$ cat config.mk
export PLATFORM = sky130hd
export DESIGN_NAME = irq_automask_ctrl
export DESIGN_NICKNAME = d
export VERILOG_FILES = /design/src/rtl/irq_automask_pkg.sv /design/src/rtl/irq_line_bank.sv /design/src/rtl/irq_lowest_pick.sv /design/src/rtl/irq_automask_ctrl.sv
export SDC_FILE = /design/constraint.sdc
export NUM_CORES = 1
export LEC_CHECK = 0
export ABC_AREA = 1
export BUFFER_PORTS_ARGS = -buffer_cell sky130_fd_sc_hd__clkbuf_2
export CAP_MARGIN = 20
export CORE_ASPECT_RATIO = 0.9
export CORE_MARGIN = 4
export CORE_UTILIZATION = 56
export DETAILED_ROUTE_END_ITERATION = 8
export PLACE_DENSITY = 0.82
export SLEW_MARGIN = 20
export SYNTH_ARGS = -nofsm -noshare
export SYNTH_HDL_FRONTEND = slang
export SYNTH_SLANG_ARGS = --single-unit
$ cat constraint.sdc
create_clock -name clk -period 2.2 [get_ports clk]
set_clock_uncertainty 0.05 [all_clocks]
set_input_delay 0 -clock clk [delete_from_list [all_inputs] [get_ports clk]]
set_output_delay 0 -clock clk [all_outputs]
set_load 0.005 [all_outputs]
$ cat src/rtl/irq_automask_pkg.sv
`timescale 1ns/1ps
package irq_automask_pkg;

   localparam int unsigned NUM_W  = 16;
   localparam int unsigned WORD_W = 32;

   typedef enum logic [1:0] {
      KIND_HW   = 2'd0,
      KIND_FAST = 2'd1
   } src_kind_e;

   typedef enum logic [1:0] {
      OP_MASK_SET = 2'd0,
      OP_MASK_CLR = 2'd1,
      OP_TRIG_SET = 2'd2,
      OP_TRIG_CLR = 2'd3
   } wr_op_e;

   function automatic logic [WORD_W-1:0] make_event(input logic       vld,
                                                    input logic [1:0] kind,
                                                    input logic [NUM_W-1:0] num);
      logic [WORD_W-1:0] w;
      w = '0;
      if (vld) begin
         w[31]    = 1'b1;
         w[17:16] = kind;
         w[15:0]  = num;
      end
      return w;
   endfunction

endpackage

$ cat src/rtl/irq_line_bank.sv
`timescale 1ns/1ps
module irq_line_bank
   import irq_automask_pkg::*;
#(
   parameter int unsigned LINES = 4,
   parameter int unsigned IDX_W = 2
) (
   input  logic             clk,
   input  logic             rst_n,
   input  logic [LINES-1:0] line_in,
   input  logic             wr_sel,
   input  logic [1:0]       wr_op,
   input  logic [NUM_W-1:0] wr_num,
   input  logic             ack_en,
   input  logic [IDX_W-1:0] ack_idx,
   output logic [LINES-1:0] req,
   output logic [LINES-1:0] mask_q,
   output logic [LINES-1:0] trig_q
);

   generate
      if (LINES < 1 || LINES > (1 << NUM_W)) begin : g_bad_lines
         $error("irq_line_bank: LINES out of range");
      end
      if ((1 << IDX_W) < LINES) begin : g_bad_idx
         $error("irq_line_bank: IDX_W too narrow for LINES");
      end
   endgenerate

   wr_op_e op;
   assign op = wr_op_e'(wr_op);

   generate
      for (genvar g = 0; g < LINES; g++) begin : g_line
         logic hit;
         logic m_set, m_clr, t_set, t_clr;
         logic m_r, t_r;

         assign hit   = wr_sel && (wr_num == NUM_W'(g));
         assign m_set = (hit && op == OP_MASK_SET) ||
                        (ack_en && ack_idx == IDX_W'(g));
         assign m_clr = hit && op == OP_MASK_CLR;
         assign t_set = hit && op == OP_TRIG_SET;
         assign t_clr = hit && op == OP_TRIG_CLR;

         always_ff @(posedge clk or negedge rst_n) begin
            if (!rst_n) begin
               m_r <= 1'b1;
               t_r <= 1'b0;
            end else begin
               if (m_set)      m_r <= 1'b1;
               else if (m_clr) m_r <= 1'b0;
               if (t_set)      t_r <= 1'b1;
               else if (t_clr) t_r <= 1'b0;
            end
         end

         assign mask_q[g] = m_r;
         assign trig_q[g] = t_r;
         assign req[g]    = (line_in[g] | t_r) & ~m_r;


         ack_masks_chk: assert property (@(posedge clk) disable iff (!rst_n)
            (ack_en && ack_idx == IDX_W'(g)) |=> m_r);


         ack_over_clear_chk: assert property (@(posedge clk) disable iff (!rst_n)
            (ack_en && ack_idx == IDX_W'(g) && m_clr) |=> m_r);


         clear_opens_chk: assert property (@(posedge clk) disable iff (!rst_n)
            (m_clr && !(ack_en && ack_idx == IDX_W'(g))) |=> !m_r);


         trig_set_chk: assert property (@(posedge clk) disable iff (!rst_n)
            t_set |=> t_r);
      end
   endgenerate

endmodule

$ cat src/rtl/irq_lowest_pick.sv
`timescale 1ns/1ps
module irq_lowest_pick #(
   parameter int unsigned LINES     = 4,
   parameter int unsigned IDX_W     = 2,
   parameter bit          ISO_STYLE = 1'b1
) (
   input  logic [LINES-1:0] req,
   output logic             found,
   output logic [IDX_W-1:0] idx
);

   generate
      if ((1 << IDX_W) < LINES) begin : g_bad_idx
         $error("irq_lowest_pick: IDX_W too narrow for LINES");
      end
   endgenerate

   assign found = |req;

   generate
      if (ISO_STYLE) begin : g_iso
         logic [LINES-1:0] low1;
         assign low1 = req & (~req + LINES'(1));
         always_comb begin
            idx = '0;
            for (int i = 0; i < LINES; i++) begin
               if (low1[i]) idx = idx | IDX_W'(i);
            end
         end
      end else begin : g_scan
         always_comb begin
            idx = '0;
            for (int i = LINES - 1; i >= 0; i--) begin
               if (req[i]) idx = IDX_W'(i);
            end
         end
      end
   endgenerate

endmodule

$ cat src/rtl/irq_automask_ctrl.sv
`timescale 1ns/1ps
module irq_automask_ctrl
   import irq_automask_pkg::*;
#(
   parameter int unsigned N_HW        = 24,
   parameter int unsigned N_FAST      = 4,
   parameter bit          PICK_ISO    = 1'b1
) (
   input  logic              clk,
   input  logic              rst_n,
   input  logic [N_HW-1:0]   hw_irq,
   input  logic [N_FAST-1:0] fast_irq,
   input  logic              wr_en,
   input  logic [1:0]        wr_op,
   input  logic [31:0]       wr_data,
   input  logic              ev_rd,
   output logic [31:0]       ev_data,
   output logic              cpu_irq
);

   localparam int unsigned HW_IDX_W = (N_HW   > 1) ? $clog2(N_HW)   : 1;
   localparam int unsigned FS_IDX_W = (N_FAST > 1) ? $clog2(N_FAST) : 1;

   generate
      if (N_HW < 1 || N_HW > (1 << NUM_W)) begin : g_bad_hw
         $error("irq_automask_ctrl: N_HW out of range");
      end
      if (N_FAST < 1 || N_FAST > (1 << NUM_W)) begin : g_bad_fast
         $error("irq_automask_ctrl: N_FAST out of range");
      end
   endgenerate

   // write routing by group field
   src_kind_e        wr_kind;
   logic             hw_wr, fs_wr;
   logic [NUM_W-1:0] wr_num;

   assign wr_kind = src_kind_e'(wr_data[17:16]);
   assign wr_num  = wr_data[NUM_W-1:0];
   assign hw_wr   = wr_en && (wr_kind == KIND_HW);
   assign fs_wr   = wr_en && (wr_kind == KIND_FAST);

   logic [N_HW-1:0]     h_req, h_mask, h_trig;
   logic [N_FAST-1:0]   f_req, f_mask, f_trig;
   logic                h_found, f_found;
   logic [HW_IDX_W-1:0] h_idx;
   logic [FS_IDX_W-1:0] f_idx;
   logic                ack_h, ack_f;

   irq_line_bank #(.LINES(N_FAST), .IDX_W(FS_IDX_W)) u_fast_bank (
      .clk     (clk),
      .rst_n   (rst_n),
      .line_in (fast_irq),
      .wr_sel  (fs_wr),
      .wr_op   (wr_op),
      .wr_num  (wr_num),
      .ack_en  (ack_f),
      .ack_idx (f_idx),
      .req     (f_req),
      .mask_q  (f_mask),
      .trig_q  (f_trig)
   );

   irq_line_bank #(.LINES(N_HW), .IDX_W(HW_IDX_W)) u_hw_bank (
      .clk     (clk),
      .rst_n   (rst_n),
      .line_in (hw_irq),
      .wr_sel  (hw_wr),
      .wr_op   (wr_op),
      .wr_num  (wr_num),
      .ack_en  (ack_h),
      .ack_idx (h_idx),
      .req     (h_req),
      .mask_q  (h_mask),
      .trig_q  (h_trig)
   );

   irq_lowest_pick #(.LINES(N_FAST), .IDX_W(FS_IDX_W), .ISO_STYLE(PICK_ISO)) u_fast_pick (
      .req   (f_req),
      .found (f_found),
      .idx   (f_idx)
   );

   irq_lowest_pick #(.LINES(N_HW), .IDX_W(HW_IDX_W), .ISO_STYLE(PICK_ISO)) u_hw_pick (
      .req   (h_req),
      .found (h_found),
      .idx   (h_idx)
   );

   // event word and delivery
   logic             ev_vld;
   src_kind_e        ev_kind;
   logic [NUM_W-1:0] ev_num;

   assign ev_vld  = f_found | h_found;
   assign ev_kind = f_found ? KIND_FAST : KIND_HW;
   assign ev_num  = f_found ? NUM_W'(f_idx) : NUM_W'(h_idx);
   assign ev_data = make_event(ev_vld, ev_kind, ev_num);
   assign cpu_irq = ev_vld;

   assign ack_f = ev_rd && f_found;
   assign ack_h = ev_rd && !f_found && h_found;


   lowest_hw_chk: assert property (@(posedge clk) disable iff (!rst_n)
      h_found |-> (h_req[h_idx] &&
                   ((h_req & ((N_HW'(1) << h_idx) - N_HW'(1))) == '0)));


   fast_first_chk: assert property (@(posedge clk) disable iff (!rst_n)
      (|f_req) |-> (ev_data[17:16] == 2'd1 && f_req[ev_data[FS_IDX_W-1:0]]));


   masked_silent_chk: assert property (@(posedge clk) disable iff (!rst_n)
      (ev_data[31] && ev_data[17:16] == 2'd0) |-> !h_mask[h_idx]);


   word_layout_chk: assert property (@(posedge clk) disable iff (!rst_n)
      (ev_data[30:18] == '0) && (ev_data[31] || ev_data == '0));


   irq_line_chk: assert property (@(posedge clk) disable iff (!rst_n)
      cpu_irq == ((|((hw_irq | h_trig) & ~h_mask)) ||
                  (|((fast_irq | f_trig) & ~f_mask))));

endmodule

[After elaboration in Yosys (flattened, before gate mapping)]
Index checks and enable logic that the tools add are counted.
Cells by class
  $lt $le $gt $ge: 0
  div/mod/pow operators: 0
  muxes and demuxes: 142
  bitwise gates (word level): 89
  reduce and logical (&&, ||, !) cells: 265
  eq/ne operators: 53
  shifts and indexed selects: 0
  multiply operators: 0
  add/subtract/negate cells: 2
Operators with widths (count)
  $logic_and A1 B1 Y1: 173
  $eq A16 B4 Y1 const B: 8
  $eq A16 B5 Y1 const B: 8
  $mux W1: 116
  $reduce_bool A2 Y1: 56
  $eq A16 B3 Y1 const B: 4
  $mux W5: 9
  $eq A5 B4 Y1 const B: 8
  $eq A5 B5 Y1 const B: 8
  $eq A16 B2 Y1 const B: 2
  $mux W4: 8
  $or A1 B1 Y1: 29
  $and A1 B1 Y1: 28
  $logic_or A1 B1 Y1: 28
  $not A1 Y1: 28
  $add A24 B1 Y24 const B: 1
  $and A24 B24 Y24: 1
  $not A24 Y24: 1
  $reduce_or A24 Y1: 1
  $eq A5 B3 Y1 const B: 4
  $mux W17: 1
  $eq A16 B1 Y1 const B: 1
  $logic_not A16 Y1: 1
  $mux W3: 4
  other kinds (12): 23
Word-level totals
  bits in read-only memories: 0
  logic and storage cells: 607
  memories kept: 0
  register bits after elaboration: 56
  memory bits (writable): 0
  bits in latches: 0
  output and inout port bits: 33
  bits of input ports: 66

[Depth between registers and ports, before layout]
Gate-level depths: netlist of run 1.
  word-level depth: 32
  mapped depth: 14
  depth with buffers taken out: 14

[Modules after synthesis]
A second synthesis of run 1 with hierarchy kept.
Second synthesis, totals
  cell total of the unflattened synthesis: 735
  area, all modules: 4815.9 µm²
By module, submodules not included
  irq_line_bank (u_hw_bank): times used 1, cells each 473, sequential area each 1231.2 µm², area an instance 3319.4 µm²
  irq_line_bank (u_fast_bank): times used 1, cells each 87, sequential area each 205.2 µm², area an instance 579.3 µm²
  irq_lowest_pick (u_hw_pick): times used 1, cells each 116, sequential area each 0.0 µm², area an instance 571.8 µm²
  irq_automask_ctrl: times used 1, cells each 50, sequential area each 0.0 µm², area an instance 296.5 µm²
  irq_lowest_pick (u_fast_pick): times used 1, cells each 9, sequential area each 0.0 µm², area an instance 48.8 µm²

[Least setup slack after synthesis of run 1]
OpenSTA, ideal clock, no wires.
  path type: flip-flop to flip-flop
  start point: register u_hw_bank.g_line[8].m_r
  end point: register u_hw_bank.g_line[17].m_r
  required time: 2050 ps
  buffers on the path: 1
  data arrival time: 1582 ps
  path slack: 467 ps
  period minus slack after synthesis: 1733 ps
  stages on the path, launching flop included: 13
  library setup time: 100 ps
  cell sequence: dfstp_2 > inv_1 > o21ai_1 > nand2_1 > clkinv_1 > nand2_1 > nor2_4 > nand3b_4 > nand3_4 > inv_2 > buf_6 > nand3_1 > o221ai_1
On the way
  word-level cells in the longest chain between the ends: 25
  elaborated cells between the ends (all ways): 28
  classes of those cells: add/sub: 1; eq/ne: 1; mux: 17; bitwise: 4; reduce/logical: 5
Ends and longest elaborated chain
  start: declaration: RTL line irq_line_bank.sv:37  | logic m_r, t_r;
  start signal: assignment: RTL line irq_line_bank.sv:48  | m_r <= 1'b1;
  start signal: assignment: RTL line irq_line_bank.sv:51  | if (m_set) m_r <= 1'b1;
  start signal: assignment: RTL line irq_line_bank.sv:52  | else if (m_clr) m_r <= 1'b0;
  $not A1 Y1 (*): RTL line irq_line_bank.sv:60  | assign req[g] = (line_in[g] | t_r) & ~m_r;
  $and A1 B1 Y1 (*): RTL line irq_line_bank.sv:60
  $not A24 Y24: RTL line irq_lowest_pick.sv:23  | assign low1 = req & (~req + LINES'(1));
  $add A24 B1 Y24: RTL line irq_lowest_pick.sv:23
  $and A24 B24 Y24: RTL line irq_lowest_pick.sv:23
  $mux W4 (8 in series): RTL line irq_lowest_pick.sv:27  | if (low1[i]) idx = idx | IDX_W'(i);
  $mux W5 (8 in series): RTL line irq_lowest_pick.sv:27
  $eq A5 B5 Y1: RTL line irq_line_bank.sv:41  | (ack_en && ack_idx == IDX_W'(g));
  $logic_and A1 B1 Y1 (*): RTL line irq_line_bank.sv:41
  $logic_or A1 B1 Y1 (*): RTL line irq_line_bank.sv:40  | assign m_set = (hit && op == OP_MASK_SET) ||
  $mux W1 / $reduce_bool A2 Y1 (equally long branches)
  end signal: assignment: RTL line irq_line_bank.sv:48
  end signal: assignment: RTL line irq_line_bank.sv:51
  end signal: assignment: RTL line irq_line_bank.sv:52
  end: declaration: RTL line irq_line_bank.sv:37
Mark *: on every way between the ends. The rest lies on a longest branch, timed or not.
A chain may end at the register's enable or synchronous reset.

[Worst setup path after layout of run 1]
  start point: register u_hw_bank.g_line[5].m_r
  end point: output port ev_data[0]
On the way
  word-level cells in the longest chain between the ends: 26
  elaborated cells between the ends (all ways): 28
  classes of those cells: add/sub: 1; mux: 21; bitwise: 5; reduce/logical: 1
Ends and longest elaborated chain
  start: declaration: RTL line irq_line_bank.sv:37
  start signal: assignment: RTL line irq_line_bank.sv:48
  start signal: assignment: RTL line irq_line_bank.sv:51
  start signal: assignment: RTL line irq_line_bank.sv:52
  $not A1 Y1 (*): RTL line irq_line_bank.sv:60
  $and A1 B1 Y1 (*): RTL line irq_line_bank.sv:60
  $not A24 Y24: RTL line irq_lowest_pick.sv:23
  $add A24 B1 Y24: RTL line irq_lowest_pick.sv:23
  $and A24 B24 Y24: RTL line irq_lowest_pick.sv:23
  $mux W3 (3 in series): RTL line irq_lowest_pick.sv:27
  $mux W4 (8 in series): RTL line irq_lowest_pick.sv:27
  $mux W5 (8 in series): RTL line irq_lowest_pick.sv:27
  $mux W5: RTL line irq_automask_ctrl.sv:97  | assign ev_num = f_found ? NUM_W'(f_idx) : NUM_W'(h_idx);
  $mux W17 (*): RTL line irq_automask_pkg.sv:24  | if (vld) begin
  end: declaration: RTL line irq_automask_ctrl.sv:17  | output logic [31:0] ev_data,
Marked as above.

==> metrics.md, run 1 <==
| Metric | Value |
|---|---|
| CTS Buf Count | `5` |
| Largest net degree at the start of global routing | `57` |
| Worst Path Required | `2.15 ns` |
| Antenna violations before repair | `0` |
| Fmax | `approximately 0.46 GHz` |
| Grt ovf | `0` |
| Commonest non-fill, non-tap cell in the layout | `nor2_1` |
| Wirelength per Cell | `around 18 µm` |
| Hold Worst Slack | `-0.00304 ns` |
| Commonest cells after routing, fill and taps aside | `121 x nor2_1, 97 x nand2_1, 59 x inv_1` |
| Leak | `~2.7 nW` |
| Effective utilization at floorplan | `0.591` |
| Critical path class | `reg2out` |
| Power share of the clock group | `0.140` |
| Cell count after synthesis | `670` |
| Hold Path Origin | `wr_data[16]` |
| Synth Flop Type | `dfstp_2` |
| Number of global-route vias before repair | `4589` |
| Layout Nets | `a little over 800` |
| CP Launch Type | `register` |
| Power Internal | `~0.0024 W` |
| Design Area, Final | `between 5000 and 6000 µm²` |
| Min Tclk post-route | `roughly 2.2 ns` |
| Max H-tree Level | `2` |
| RePlAce Congestion | `between 1 and 1.5` |
| Max Buffers Root-to-Sink | `2` |
| Die Y-Extent | `around 94 µm` |
| Post-layout util | `0.718` |
| Rows | `30` |
| Net Sw Power | `around 0.0019 W` |
| Sw Share | `0.441` |
| RSZ-0062 raised after global routing | `true` |
| Worst slew slack as a fraction of its limit | `0.513` |
| Crit Path Max Fanout | `3` |
| Syn-to-layout area delta | `21.4%` |
| Status | `finished with violations` |
| Cell taking the most area after synthesis | `dfstp_2` |
| Slew @ Worst Pin | `between 0.7 and 0.8 ns` |
| Yosys top cell area share | `0.161` |
| DP HPWL | `around 11000 µm` |
| Clk slew on worst S/H paths | `0.11 ns` |
| IO buf count | `59` |
| Hold Crit Class | `in2reg` |
| Logic pwr share | `0.560` |
| Sequential area share after synthesis | `0.314` |
| Endpoints failing setup | `0` |
| First-pass GRT wire length | `about 23000 µm` |
| Largest cells by area after synthesis | `dfstp_2 16%, dfrtp_1 15%, nor2_1 12%` |
| Seq pwr share | `0.300` |
| CTS tree | `done` |
| Routed via count | `roughly 5100` |
| Placed Area | `4910 µm²` |
| Post-DRT Antenna Nets | `0` |
| Post-synth EDFFs | `0` |
| Worst vdd ir | `roughly 0.00034 V` |
| Core Area | `7730 µm²` |
| Die ar. | `roughly 9700 µm²` |
| Final Cycle Share | `0.988` |
| Root Buffer | `clkbuf_8` |
| Unique masters post-synth | `48` |
| Fraction of layout cells with a size suffix above 1 | `0.339` |
| Pins Over Slew Limit | `0` |
| Fin. Hold Viols | `1` |
| Sink Count | `56` |
| Final WL | `between 15000 and 20000 µm` |
| CP Data Arrival Time | `roughly 2.1 ns` |
| Vias per cell | `just under 6` |
| DRT iter0 DRCs | `508` |
| Power Density | `just under 800 nW/µm²` |
| Crit path from | `u_hw_bank.g_line[5].m_r` |
| Async set-or-reset flop fraction in the synthesized netlist | `1.00` |
| Die width | `103 µm` |
| Drt first pass iters | `7` |
| Syn Area/Cell | `roughly 6.8 µm²` |
| Max-Cap Viols | `0` |
| DRC | `0` |
| Ys Warns | `0` |
| Worst-Skew Late Latency | `around 0.32 ns` |
| Antenna Cells | `0` |
| Worst setup EP type | `output pin` |
| Worst R2R Start | `u_fast_bank.g_line[0].m_r` |
| Failing checks | `negative hold slack` |
| Synth Cell Area | `4570 µm²` |
| GRT Util Overall | `0.313` |
| Num ports | `99` |
| #FFs+latches synth | `56` |
[synth_stat cells (all sizes together) (8+ instances only)]
cell / count
o21ai: 67
inv: 70
o221ai: 13
buf: 31
clkbuf: 10
dfrtp: 28
nand4: 8
nand3: 62
dfstp: 28
o21bai: 11
nor3: 16
nand2: 120
nor2: 172
[final timing paths]
kind / end / slack (ns) / depth (start not counted)
worst max-delay path: ev_data[0] / 0.03 / 12
worst min-delay path: u_hw_bank.g_line[6].m_r / -0.003 / 4
worst min register to register: u_hw_bank.g_line[23].t_r / 0.47 / 2
max in group asynchronous: u_hw_bank.g_line[2].t_r / 1.29 / 3
min in group asynchronous: u_hw_bank.g_line[0].t_r / 0.29 / 3
worst max register to register: u_hw_bank.g_line[6].m_r / 0.06 / 11
[stage by stage]
stage / std cells / setup TNS (ns) / setup WS (ns) / hold WS, ns / total power (W)
after floorplan: 694 / 0 / 0.467 / -0.346 / 0.00262
after global placement: 820 / 0 / 0.232 / 0.127 / 0.00307
after detailed placement: 820 / 0 / 0.182 / 0.143 / 0.00313
after global routing: 857 / -0.283 / -0.0732 / 0.0167 / 0.00455
final: 857 / 0 / 0.0268 / -0.00304 / 0.00434
after CTS: 838 / 0 / 0.00185 / 0.000274 / 0.00384
[state kept, by name, summed over array words and instances (netlist names)]
register,flops
u_hw_bank.g_line.m_r,24
u_hw_bank.g_line.t_r,24
u_fast_bank.g_line.m_r,4
u_fast_bank.g_line.t_r,4
[critical path, cell delays in order, from the launching register on]
cell and delay, ns:
dfstp_2 0.58, o21bai_4 0.15, nand2_1 0.09, nor2_2 0.16
nand2_1 0.12, nor2_4 0.15, nand2_1 0.10, nand2_1 0.08
nor2_1 0.05, nand3_2 0.10, o21ai_2 0.06, inv_1 0.05
clkbuf_2 0.10
[power by group through the flow]
stage	registers [W]	logic (W)	clock network (W)
final	0.00130	0.00243	0.000606
after global routing	0.00131	0.00259	0.000653
after CTS	0.00129	0.00195	0.000603
after detailed placement	0.00130	0.00182	0
after global placement	0.00129	0.00178	0
after floorplan	0.00128	0.00134	0
[per-layer routing]
layer,GRT usage,share of wire
met1,0.470,0.42
met2,0.475,0.45
met3,0.0386,0.098
met4,0.0809,0.030
met5,0,0
[cell families after synthesis]
| logic type | count (synthesis) | synth area share |
|---|---|---|
| AO/OA/AOI/OAI | 117 | 0.169 |
| buffers and inverters | 112 | 0.116 |
| flip-flops | 56 | 0.314 |
| other | 1 | 0.000821 |
| AND/OR/NAND/NOR | 384 | 0.400 |
[layout make-up]
cell class | instances | area, µm²
clock buffer | 6 | 72.6
inverter | 71 | 267
tap | 96 | 120
multi-input combinational | 526 | 3000
clock inverter | 2 | 16.3
timing repair buffer | 100 | 634
fill | 656 | 2180
sequential | 56 | 1440
[what timing repair did]
action                                  CTS  global route
endpoints found under the hold margin    33             0
buffers inserted                          4            19
hold buffers                              6             0
pin swaps                                 8            33
endpoints found under the setup margin    4             7
resized for setup                        19            72
(Power assumes the default switching activity.)
==> run 2, diff against run 1 <==
PLACE_DENSITY = 0.84   (was 0.82)
==> run 2 against run 1 <==
Against the previous run: the run now ends clean; flip-flop and latch count did not move; via count fell by 0.98%; die area did not move; fmax rose by 1.9%; hold slack improved by 0.030 ns; first-iteration DRC count fell by 2.8%; non-clock buffer count fell by 5; critical endpoint unchanged; largest cell class unchanged; largest power group unchanged.
==> metrics.md, run 2 (synthesis gave the netlist of run 1 again) <==
| Metric | Value |
|---|---|
| Status | `complete, no violations` |
| Final Cycle Share | `0.970 (-0.0182)` |
| Worst slew slack as a fraction of its limit | `0.560 (+0.0466)` |
| Worst-Skew Late Latency | `0.32 ns (about the same)` |
| Number of global-route vias before repair | `4589 (unchanged)` |
| Rows | `30 (unchanged)` |
| Largest net degree at the start of global routing | `57 (unchanged)` |
| Die Y-Extent | `93.7 µm (unchanged)` |
| GRT Util Overall | `0.306 (-0.00735)` |
| Fill cells | `664 (+1.2%)` |
| Slowest-stage cell, CP | `dfstp_2` |
| Endpoints failing setup | `0 (unchanged)` |
| RePlAce Congestion | `0.992 (-1.9%)` |
| CP max stage delay | `0.57 ns (about the same)` |
| Critical path class | `reg2out` |
| Top flop regs | `u_hw_bank.g_line.m_r x24, u_hw_bank.g_line.t_r x24` |
| Effective utilization at floorplan | `0.591 (unchanged)` |
| Commonest non-fill, non-tap cell in the layout | `nor2_1` |
| Setup tns final | `0 ns (unchanged)` |
| Num ports | `99 (unchanged)` |
| Fin. Hold Viols | `0 (-1)` |
| Fmax | `0.469 GHz (+1.9%)` |
| IO buf count | `59 (unchanged)` |
| Leak | `2.65 nW (-0.77%)` |
| Post-DRT Antenna Nets | `0 (unchanged)` |
| Antenna Cells | `0 (unchanged)` |
| Slew @ Worst Pin | `0.659 ns (-0.0706 ns)` |
| Hold Path Origin | `fast_irq[2]` |
| Vias per cell | `5.92 (-0.40%)` |
| Core Area | `7730 µm² (unchanged)` |
| Min Tclk post-route | `2.13 ns (-0.0400 ns)` |
| Worst Reg2Reg Path Length in Cells | `11 (unchanged)` |
| CP Launch Type | `register` |
| Max Buffers Root-to-Sink | `2 (unchanged)` |
| Place WS | `0.238 ns (+0.0562 ns)` |
| Worst Hold Endpoint | `u_fast_bank.g_line[2].m_r` |
| Antenna violations before repair | `0 (unchanged)` |
| First-pass GRT wire length | `22900 µm (-1.9%)` |
| CTS tree | `done` |
| CP Data Arrival Time | `2.08 ns (-0.04 ns)` |
| Clk slew on worst S/H paths | `0.11 ns (about the same)` |
| CTS Buf Count | `5 (unchanged)` |
| Power Density | `757 nW/µm² (-3.2%)` |
| Drt first pass iters | `5 (-2)` |
| Final WL | `14600 µm (-4.8%)` |
| Syn-to-layout area delta | `19.1%` |
| Reg2reg end | `u_hw_bank.g_line[23].m_r` |
| Pins Over Slew Limit | `0 (unchanged)` |
| Wirelength per Cell | `17.2 µm (-4.3%)` |
| RSZ-0062 raised after global routing | `true` |
| Worst path bufs/invs | `3 (+1)` |
| Commonest cells after routing, fill and taps aside | `124 x nor2_1, 98 x nand2_1, 62 x inv_1` |
| Hold Crit Class | `in2reg` |
| Max H-tree Level | `2 (unchanged)` |
| DRT iter0 DRCs | `494 (-2.8%)` |
| Routed via count | `5043 (-0.98%)` |
| DRC | `0 (unchanged)` |
| Die ar. | `9670 µm² (unchanged)` |
| Grt ovf | `0 (unchanged)` |
| Crit Path Max Fanout | `8 (+5)` |
| Top delay family on crit path | `simple AND/OR/NAND/NOR gates` |
| CP Cell Sequence | `inv_1, o21ai_2, nand2_4, nor2_8, nand2_4, nor2_4, nand2_2, nand2_1, nor2_1, nand3_2, o21ai_0, inv_1, clkbuf_2` |
| Sink Count | `56 (unchanged)` |
| Worst Hold Path Cells | `5 (+1)` |
| R2R Setup Slk | `0.16 ns (+0.10 ns)` |
| Die width | `103 µm (unchanged)` |
| Root Buffer | `clkbuf_8` |
| Worst setup EP type | `output pin` |
| Fin worst setup slack | `0.0668 ns (+0.0400 ns)` |
| Layout Nets | `821 (-0.61%)` |
| Worst vdd ir | `0.000293 V (-13%)` |
| DP HPWL | `11300 µm (-1.4%)` |
| Worst R2R Start | `u_fast_bank.g_line[0].m_r` |
| Worst Path Required | `2.15 ns (about the same)` |
| Fraction of layout cells with a size suffix above 1 | `0.315 (-0.0242)` |
| Max-Cap Viols | `0 (unchanged)` |
run 2: cell count changes in the layout (fill, tap and decap cells not counted), moves of 3 or more:
cell	previous run	this run
nand3_2	13	8
inv_2	11	8
nand3_1	47	53
buf_4	33	27
inv_1	59	62
nor2_1	121	124
run 2: per-stage QoR:
stage / total power (W) / hold slack, ns / cells / util / instance area, µm²
final: 0.00412 / 0.0272 / 852 / 0.704 / 5440
after global placement: 0.00307 / -0.0257 / 820 / 0.637 / 4930
after CTS: 0.00377 / 0.0267 / 836 / 0.664 / 5130
after detailed placement: 0.00311 / -0.0196 / 820 / 0.637 / 4930
after floorplan: 0.00262 / -0.346 / 694 / - / 4660
after global routing: 0.00436 / 0.0520 / 852 / 0.704 / 5440
run 2: worst max-delay path by stage:
stage	startpoint	to	slack, ns	depth (start not counted)
3_3_place_gp	u_hw_bank.g_line[0].m_r	u_hw_bank.g_line[0].m_r	0.24	11
6_report	u_hw_bank.g_line[0].m_r	ev_data[0]	0.07	13
3_5_place_dp	u_hw_bank.g_line[8].m_r	u_hw_bank.g_line[0].m_r	0.24	13
5_1_grt	u_hw_bank.g_line[0].t_r	ev_data[0]	-0.07	12
4_1_cts	u_hw_bank.g_line[2].m_r	ev_data[1]	0.002	10
2_1_floorplan	u_hw_bank.g_line[8].m_r	u_hw_bank.g_line[17].m_r	0.47	12
run 2: power breakdown:
group	switching, W	total [W]	internal, W
Clock	0.000381	0.000616	0.000235
Sequential	0.0000826	0.00130	0.00121
Combinational	0.00132	0.00221	0.000890
Total	0.00178	0.00412	0.00234
run 2: tightest hold or removal path: stages:
cell      delay [ns]
clkbuf_2        0.08
nor2_1          0.07
nor2_1          0.06
nand3_1         0.08
o211ai_1        0.09
run 2: per-layer routing:
metal / routed length (µm) / GRT usage / up-vias
met5: 0 / 0 / -
met4: 378 / 0.0831 / 0
met3: 1660 / 0.0609 / 40
met2: 6600 / 0.475 / 308
met1: 6020 / 0.433 / 2344
li1: - / - / 2351
run 2: cell type report:
class	count	area, µm²	area share
clock buffers	5	68.8	0.0126
clock inverters	3	27.5	0.00506
inverters	71	267	0.0490
multi-input cells	526	2910	0.535
flip-flops and latches	56	1440	0.264
well taps	96	120	0.0221
repair buffers	95	608	0.112
run 2: repair_timing:
action,4_1_cts,5_1_grt
cloned,0,0
hold buffers,7,0
hold endpoints to repair,62,0
setup endpoints to repair,2,9
pin swaps,3,24
buffers inserted,1,16
gates resized for setup,10,56
